### config.mk
export PLATFORM = sky130hd
export DESIGN_NAME = ugate_router
export DESIGN_NICKNAME = d
export VERILOG_FILES = /design/src/rtl/ugate_pkg.sv /design/src/rtl/ugate_decode.sv /design/src/rtl/ugate_prio.sv /design/src/rtl/ugate_store.sv /design/src/rtl/ugate_router.sv
export SDC_FILE = /design/constraint.sdc
export NUM_CORES = 1
export LEC_CHECK = 0
export ABC_CLOCK_PERIOD_IN_PS = 1400
export CORE_ASPECT_RATIO = 1.1
export CORE_MARGIN = 5
export CORE_UTILIZATION = 26
export DETAILED_ROUTE_END_ITERATION = 8
export PLACE_DENSITY = 0.87
export SYNTH_ARGS = -nofsm -noshare
export SYNTH_HDL_FRONTEND = slang
export SYNTH_SLANG_ARGS = --single-unit
### constraint.sdc
create_clock -name clk -period 1.4 [get_ports clk]
set_input_delay 0.28 -clock clk [delete_from_list [all_inputs] [get_ports clk]]
set_output_delay 0.28 -clock clk [all_outputs]
set_load 0.01 [all_outputs]
### src/rtl/ugate_pkg.sv
package ugate_pkg;

    typedef enum logic [2:0] {
        OC_PASS  = 3'd0,
        OC_READ  = 3'd1,
        OC_WRITE = 3'd2,
        OC_TRAP  = 3'd3,
        OC_UNDEF = 3'd4
    } outcome_e;

    typedef struct packed {
        logic l2_en;
        logic l3_pres;
        logic l1_64;
        logic l2_64;
        logic l3_64;
        logic fg_rd;
        logic fg_wr;
        logic l2_mon;
        logic l3_mon;
        logic l3_fge;
        logic host;
        logic route;
    } trap_ctl_t;

    localparam logic [1:0] ENC_OP0 = 2'b11;
    localparam logic [2:0] ENC_OP1 = 3'b011;
    localparam logic [3:0] ENC_CRN = 4'b1001;
    localparam logic [3:0] ENC_CRM = 4'b1110;
    localparam logic [2:0] ENC_OP2 = 3'b000;

endpackage

### src/rtl/ugate_decode.sv
module ugate_decode #(
    parameter logic [1:0] OP0 = 2'b11,
    parameter logic [2:0] OP1 = 3'b011,
    parameter logic [3:0] CRN = 4'b1001,
    parameter logic [3:0] CRM = 4'b1110,
    parameter logic [2:0] OP2 = 3'b000
) (
    input  logic [1:0] op0,
    input  logic [2:0] op1,
    input  logic [3:0] crn,
    input  logic [3:0] crm,
    input  logic [2:0] op2,
    output logic       hit
);
    localparam int KEY_W = 16;
    localparam logic [KEY_W-1:0] KEY = {OP0, OP1, CRN, CRM, OP2};

    logic [KEY_W-1:0] req_key;

    always_comb begin
        req_key = {op0, op1, crn, crm, op2};
        hit     = (req_key == KEY);
    end
endmodule

### src/rtl/ugate_prio.sv
module ugate_prio
    import ugate_pkg::*;
(
    input  logic [1:0] el,
    input  logic       write,
    input  trap_ctl_t  tc,
    output outcome_e   outcome,
    output logic [1:0] target
);
    logic fgt_gate;
    logic fg0_hit;
    logic fg1_hit;
    logic mon2_hit;
    logic mon3_hit;
    outcome_e ok_code;

    always_comb begin
        fgt_gate = !tc.l3_pres || tc.l3_fge;
        fg0_hit  = tc.l2_en && tc.l1_64 && !(tc.host && tc.route) && fgt_gate && tc.fg_rd;
        fg1_hit  = tc.l2_en && tc.l2_64 && fgt_gate && (write ? tc.fg_wr : tc.fg_rd);
        mon2_hit = tc.l2_en && tc.l2_64 && tc.l2_mon;
        mon3_hit = tc.l3_pres && tc.l3_64 && tc.l3_mon;
        ok_code  = write ? OC_WRITE : OC_READ;
    end

    always_comb begin
        outcome = ok_code;
        target  = 2'd0;
        unique case (el)
            2'd0: begin
                if (write) begin
                    outcome = OC_UNDEF;
                end else if (fg0_hit || mon2_hit) begin
                    outcome = OC_TRAP;
                    target  = 2'd2;
                end else if (mon3_hit) begin
                    outcome = OC_TRAP;
                    target  = 2'd3;
                end
            end
            2'd1: begin
                if (fg1_hit || mon2_hit) begin
                    outcome = OC_TRAP;
                    target  = 2'd2;
                end else if (mon3_hit) begin
                    outcome = OC_TRAP;
                    target  = 2'd3;
                end
            end
            2'd2: begin
                if (mon3_hit) begin
                    outcome = OC_TRAP;
                    target  = 2'd3;
                end
            end
            default: begin
                outcome = ok_code;
            end
        endcase
    end
endmodule

### src/rtl/ugate_store.sv
module ugate_store #(
    parameter int DATA_W = 64,
    parameter int CTL_W  = 4
) (
    input  logic              clk,
    input  logic              rst_n,
    input  logic              we,
    input  logic [DATA_W-1:0] wdata,
    output logic [CTL_W-1:0]  ctl_q
);
    always_ff @(posedge clk or negedge rst_n) begin
        if (!rst_n) begin
            ctl_q <= '0;
        end else if (we) begin
            ctl_q <= wdata[CTL_W-1:0];
        end
    end
endmodule

### src/rtl/ugate_router.sv
module ugate_router
    import ugate_pkg::*;
#(
    parameter int          DATA_W   = 64,
    parameter int          CTL_W    = 4,
    parameter int          SYN_W    = 6,
    parameter logic [5:0]  SYN_CODE = 6'h18
) (
    input  logic              clk,
    input  logic              rst_n,
    input  logic              req_valid,
    input  logic              req_write,
    input  logic [1:0]        req_op0,
    input  logic [2:0]        req_op1,
    input  logic [3:0]        req_crn,
    input  logic [3:0]        req_crm,
    input  logic [2:0]        req_op2,
    input  logic [DATA_W-1:0] req_wdata,
    input  logic [1:0]        cur_el,
    input  logic              l2_enabled,
    input  logic              l3_present,
    input  logic              l1_is64,
    input  logic              l2_is64,
    input  logic              l3_is64,
    input  logic              fg_rd_trap,
    input  logic              fg_wr_trap,
    input  logic              l2_mon_trap,
    input  logic              l3_mon_trap,
    input  logic              l3_fg_enable,
    input  logic              host_mode,
    input  logic              route_to_hyp,
    output logic              rsp_valid,
    output logic [2:0]        rsp_outcome,
    output logic [1:0]        rsp_target,
    output logic [SYN_W-1:0]  rsp_syndrome,
    output logic [DATA_W-1:0] rsp_rdata,
    output logic              rsp_nomatch,
    output logic [CTL_W-1:0]  ctl_bits
);
    localparam int PAD_W = DATA_W - CTL_W;

    typedef enum logic {ST_IDLE, ST_RESP} state_e;

    state_e    state_q, state_d;
    trap_ctl_t tc;
    logic      hit;
    outcome_e  prio_oc;
    logic [1:0] prio_tgt;
    outcome_e  oc_d, oc_q;
    logic [1:0] tgt_d, tgt_q;
    logic [SYN_W-1:0] syn_d, syn_q;
    logic [DATA_W-1:0] rdata_d, rdata_q;
    logic      nomatch_d, nomatch_q;
    logic      store_we;
    logic [CTL_W-1:0] ctl_q;

    always_comb begin
        tc = '{l2_en: l2_enabled, l3_pres: l3_present, l1_64: l1_is64,
               l2_64: l2_is64, l3_64: l3_is64, fg_rd: fg_rd_trap,
               fg_wr: fg_wr_trap, l2_mon: l2_mon_trap, l3_mon: l3_mon_trap,
               l3_fge: l3_fg_enable, host: host_mode, route: route_to_hyp};
    end

    ugate_decode #(
        .OP0(ENC_OP0), .OP1(ENC_OP1), .CRN(ENC_CRN), .CRM(ENC_CRM), .OP2(ENC_OP2)
    ) u_decode (
        .op0(req_op0), .op1(req_op1), .crn(req_crn), .crm(req_crm), .op2(req_op2),
        .hit(hit)
    );

    ugate_prio u_prio (
        .el(cur_el), .write(req_write), .tc(tc),
        .outcome(prio_oc), .target(prio_tgt)
    );

    ugate_store #(.DATA_W(DATA_W), .CTL_W(CTL_W)) u_store (
        .clk(clk), .rst_n(rst_n), .we(store_we), .wdata(req_wdata), .ctl_q(ctl_q)
    );

    // Next-state logic
    always_comb begin
        state_d = state_q;
        unique case (state_q)
            ST_IDLE: if (req_valid)  state_d = ST_RESP;
            ST_RESP: if (!req_valid) state_d = ST_IDLE;
            default: state_d = ST_IDLE;
        endcase
    end

    // Response contents for the request being sampled
    always_comb begin
        oc_d      = hit ? prio_oc : OC_PASS;
        tgt_d     = hit ? prio_tgt : 2'd0;
        nomatch_d = !hit;
        syn_d     = (oc_d == OC_TRAP) ? SYN_CODE[SYN_W-1:0] : '0;
        rdata_d   = (oc_d == OC_READ) ? {{PAD_W{1'b0}}, ctl_q} : '0;
        store_we  = req_valid && (oc_d == OC_WRITE);
    end

    // State register
    always_ff @(posedge clk or negedge rst_n) begin
        if (!rst_n) state_q <= ST_IDLE;
        else        state_q <= state_d;
    end

    // Output register
    always_ff @(posedge clk or negedge rst_n) begin
        if (!rst_n) begin
            oc_q      <= OC_PASS;
            tgt_q     <= 2'd0;
            syn_q     <= '0;
            rdata_q   <= '0;
            nomatch_q <= 1'b0;
        end else if (req_valid) begin
            oc_q      <= oc_d;
            tgt_q     <= tgt_d;
            syn_q     <= syn_d;
            rdata_q   <= rdata_d;
            nomatch_q <= nomatch_d;
        end
    end

    always_comb begin
        rsp_valid    = (state_q == ST_RESP);
        rsp_outcome  = oc_q;
        rsp_target   = tgt_q;
        rsp_syndrome = syn_q;
        rsp_rdata    = rdata_q;
        rsp_nomatch  = nomatch_q;
        ctl_bits     = ctl_q;
    end


    rsp_follows_req_chk: assert property (@(posedge clk) disable iff (!rst_n)
        req_valid |=> rsp_valid);

    no_spurious_rsp_chk: assert property (@(posedge clk) disable iff (!rst_n)
        !req_valid |=> !rsp_valid);

    trap_syndrome_chk: assert property (@(posedge clk) disable iff (!rst_n)
        (rsp_valid && rsp_outcome == OC_TRAP) |->
            (rsp_syndrome == SYN_CODE[SYN_W-1:0] && rsp_target >= 2'd2));

    el0_write_undef_chk: assert property (@(posedge clk) disable iff (!rst_n)
        (req_valid && hit && cur_el == 2'd0 && req_write) |=>
            (rsp_outcome == OC_UNDEF && $stable(ctl_bits)));

    el3_never_traps_chk: assert property (@(posedge clk) disable iff (!rst_n)
        (req_valid && hit && cur_el == 2'd3) |=> (rsp_outcome != OC_TRAP));

    nomatch_no_effect_chk: assert property (@(posedge clk) disable iff (!rst_n)
        (req_valid && !hit) |=> (rsp_nomatch && $stable(ctl_bits)));

    store_only_on_write_chk: assert property (@(posedge clk) disable iff (!rst_n)
        !$stable(ctl_bits) |-> (rsp_valid && rsp_outcome == OC_WRITE));
endmodule

==> results by group, run 1 <==
Final layout
  – Synthesis-to-finish area growth: 44.7%
  – Utilization after layout: between 30% and 40%
  – Layout net count: just over 300
  – Layout cells sized above 1: between 20% and 30%
  – ANT cells: 0

Synthesis
  – Synth area leaders: buf_4, dfrtp_1, mux2_4
  – Yosys warns: 0
  – Most common cell in the synthesized netlist: buf_4
  – Gate Count Post-Synth: roughly 130
  – Distinct cell type count after synthesis: 30
  – Yosys top cell area share: 38.2%
  – Mean post-synth cell area: roughly 9.5 um2
  – Post-synth top cells: buf_4, dfrtp_1, nand2_1, nor2_1
  – Yosys top cell by area: buf_4
  – Post-synth EDFFs: 0
  – Ys async rst share: 100%
  – Ys flop type: dfrtp_1
  – Mapped Area: about 1300 um2
  – Yosys reg bits: 16
  – Seq/Total Area, Yosys: 31.3%

Die
  – Die Ht: about 84 um
  – Num ports: around 180
  – Core area: approximately 4700 um2
  – Chip Width: 76.9 um
  – Die area: 6420 um2
  – Initial Util: a little over a quarter
  – Row count: 26

Routing
  – Vias: 1017
  – ANT nets after route: 0
  – Detailed Route WL: 3.24 mm
  – Drt drc: 0
  – DR WL/cell: 12.5 um
  – Pre-Repair DR Iteration Count: 2
  – Via density: approximately 3.9
  – Starting DRT DRC Count: 42

Power and ir drop
  – Final total power: about 1.2 mW
  – Static Leak: slightly above 1 nW
  – VDD IR max: ~0.33 mV
  – Pwr dens: 624 nW/um2

STA
  – Period minus WS final: approximately 1.7 ns
  – Final Hold Fails: 0
  – Hold_ws: ~0.26 ns
  – Tcrit/Tclk final: 123%
  – Clk_skew: 0.00332 ns
  – Achievable frequency: 0.581 GHz
  – Final WS setup: -0.320 ns
  – Fin. max-slew vios: 0
  – Unrepaired setup endpoints after global routing: yes
  – Finish-stage setup viols: 10

Placed design
  – GP Congestion: roughly 0.79
  – IO Port Bufs: 54
  – Post-DP HPWL: between 2 and 3 mm

Global route
  – Initial antenna violation count: 0
  – Largest net degree at the start of global routing: 17
  – GR Util All Layers: a little under a tenth
  – GRT overflow: 0
  – Global-route wire length before repair: between 4 and 5 mm
  – Vias in the first global route: 996

Clock network
  – H-tree levels: 1
  – Clk_lat worst skew: between 0.2 and 0.3 ns
  – Maximum clock path buffer count: 2
  – Root Buffer: clkbuf_8
  – Clock transition at the registers of the reported paths: ~0.06 ns
  – CTS buffer count: 3
  – Clk sink count: 16
  – CTS tree: yes

Job
  – Max Cap Viol: 0

Run status
  – Failing checks: setup timing
  – Status: finished with violations

Setup path
  – Crit-path max FO: 4
  – Critical path type: primary input to register
  – Worst setup SP type: primary input
  – CP required: 1.53 ns
  – Critical path endpoint category: register
  – Critical Path AT: around 1.9 ns

Worst hold path
  – HP Class: primary input to register
flip-flops by register name, summed over array words and instances, names as in the netlist:
| signal | cells |
|---|---|
| rsp_rdata | 4 |
| rsp_nomatch | 1 |
| rsp_target | 2 |
| rsp_valid | 1 |
| u_store.ctl_q | 4 |
| rsp_syndrome | 1 |
| rsp_outcome | 3 |
where the power goes:
group / switching (mW) / total [mW] / internal (mW)
sequential: 0.000350 / 0.464 / 0.464
clock: 0.154 / 0.403 / 0.249
combinational: 0.166 / 0.286 / 0.120
total: 0.321 / 1.15 / 0.833
layer usage:
metal | wire, um | global-route usage, %
met1 | 1090 | 9.81
met4 | 40 | 2.54
met2 | 1640 | 16.4
met5 | 0 | 0
met3 | 467 | 3.78
kinds of logic after synthesis:
logic type | count (synthesis) | synth area share [%]
xor gates and xnor gates | 1 | 0.685
other | 1 | 0.293
and+or+nand+nor | 25 | 11.5
DFF | 16 | 31.3
buffers and inverters | 68 | 39.0
muxes | 5 | 5.48
AOI/OAI and AO/OA | 18 | 11.6
timing repair:
item,CTS,global route
pin swaps,11,8
buffers inserted,4,2
gates resized for setup,65,35
gates cloned,0,0
setup endpoints to repair,32,14
hold buffers,0,0
hold endpoints to repair,0,0
cell type report:
class                   instances  area [um2]
fillers                       473        2870
multi-input cells             113         756
well taps                      56        70.1
inverters                       3        11.3
repair buffers                 67         558
clock buffers                   4        55.1
flip-flops and latches         16         400
worst max-delay path, cell delays in order:
cell      delay (ns)
buf_6           0.08
nand4b_1        0.16
or4_4           0.44
nor3_4          0.13
or3b_4          0.44
mux2_4          0.31
final timing paths:
path                                                 to  cells past startpoint                          from  slack, ns
max                        u_store.ctl_q[2]$_DFFE_PN0P_                      6                    req_op1[2]      -0.32
min                                 rsp_valid$_DFF_PN0_                      2                     req_valid       0.26
max reg2reg                u_store.ctl_q[0]$_DFFE_PN0P_                      1  u_store.ctl_q[0]$_DFFE_PN0P_       0.62
min reg2reg                    rsp_rdata[1]$_DFFE_PN0P_                      1      rsp_rdata[1]$_DFFE_PN0P_       0.49
max in group asynchronous  u_store.ctl_q[2]$_DFFE_PN0P_                      2                         rst_n       0.87
min in group asynchronous  u_store.ctl_q[0]$_DFFE_PN0P_                      2                         rst_n       0.35
through the flow:
step,area (um2),setup TNS (ns),instances,setup WS (ns)
after CTS,1820,-3.67,260,-0.474
after detailed placement,1720,-11.47,253,-0.978
after global placement,1720,-11.36,253,-0.975
final,1850,-2.28,259,-0.320
after floorplan,1520,-3.80,197,-0.537
after global routing,1850,-2.84,259,-0.376
cell usage in the layout (no fill, tap or decap), types with 2 or more instances in the layout:
master,n
a22o_1,2
a32o_1,4
buf_2,4
buf_4,13
clkbuf_2,9
clkbuf_8,4
clkdlybuf4s15_1,2
clkdlybuf4s50_1,13
conb_1,64
dfrtp_1,16
dlygate4sd2_1,21
dlymetal6s2s_1,4
inv_1,2
mux2_4,4
nand2_1,5
nand3_2,3
nor2_1,3
nor2_4,2
o21ai_0,2
No activity file was read; power rests on OpenSTA's default activity.
==> inputs of run 2 (changes only) <==
Settings changed: CAP_MARGIN set to 20.
==> results of run 2 <==
The final DEF is identical to that of run 1; final timing and power are the same.
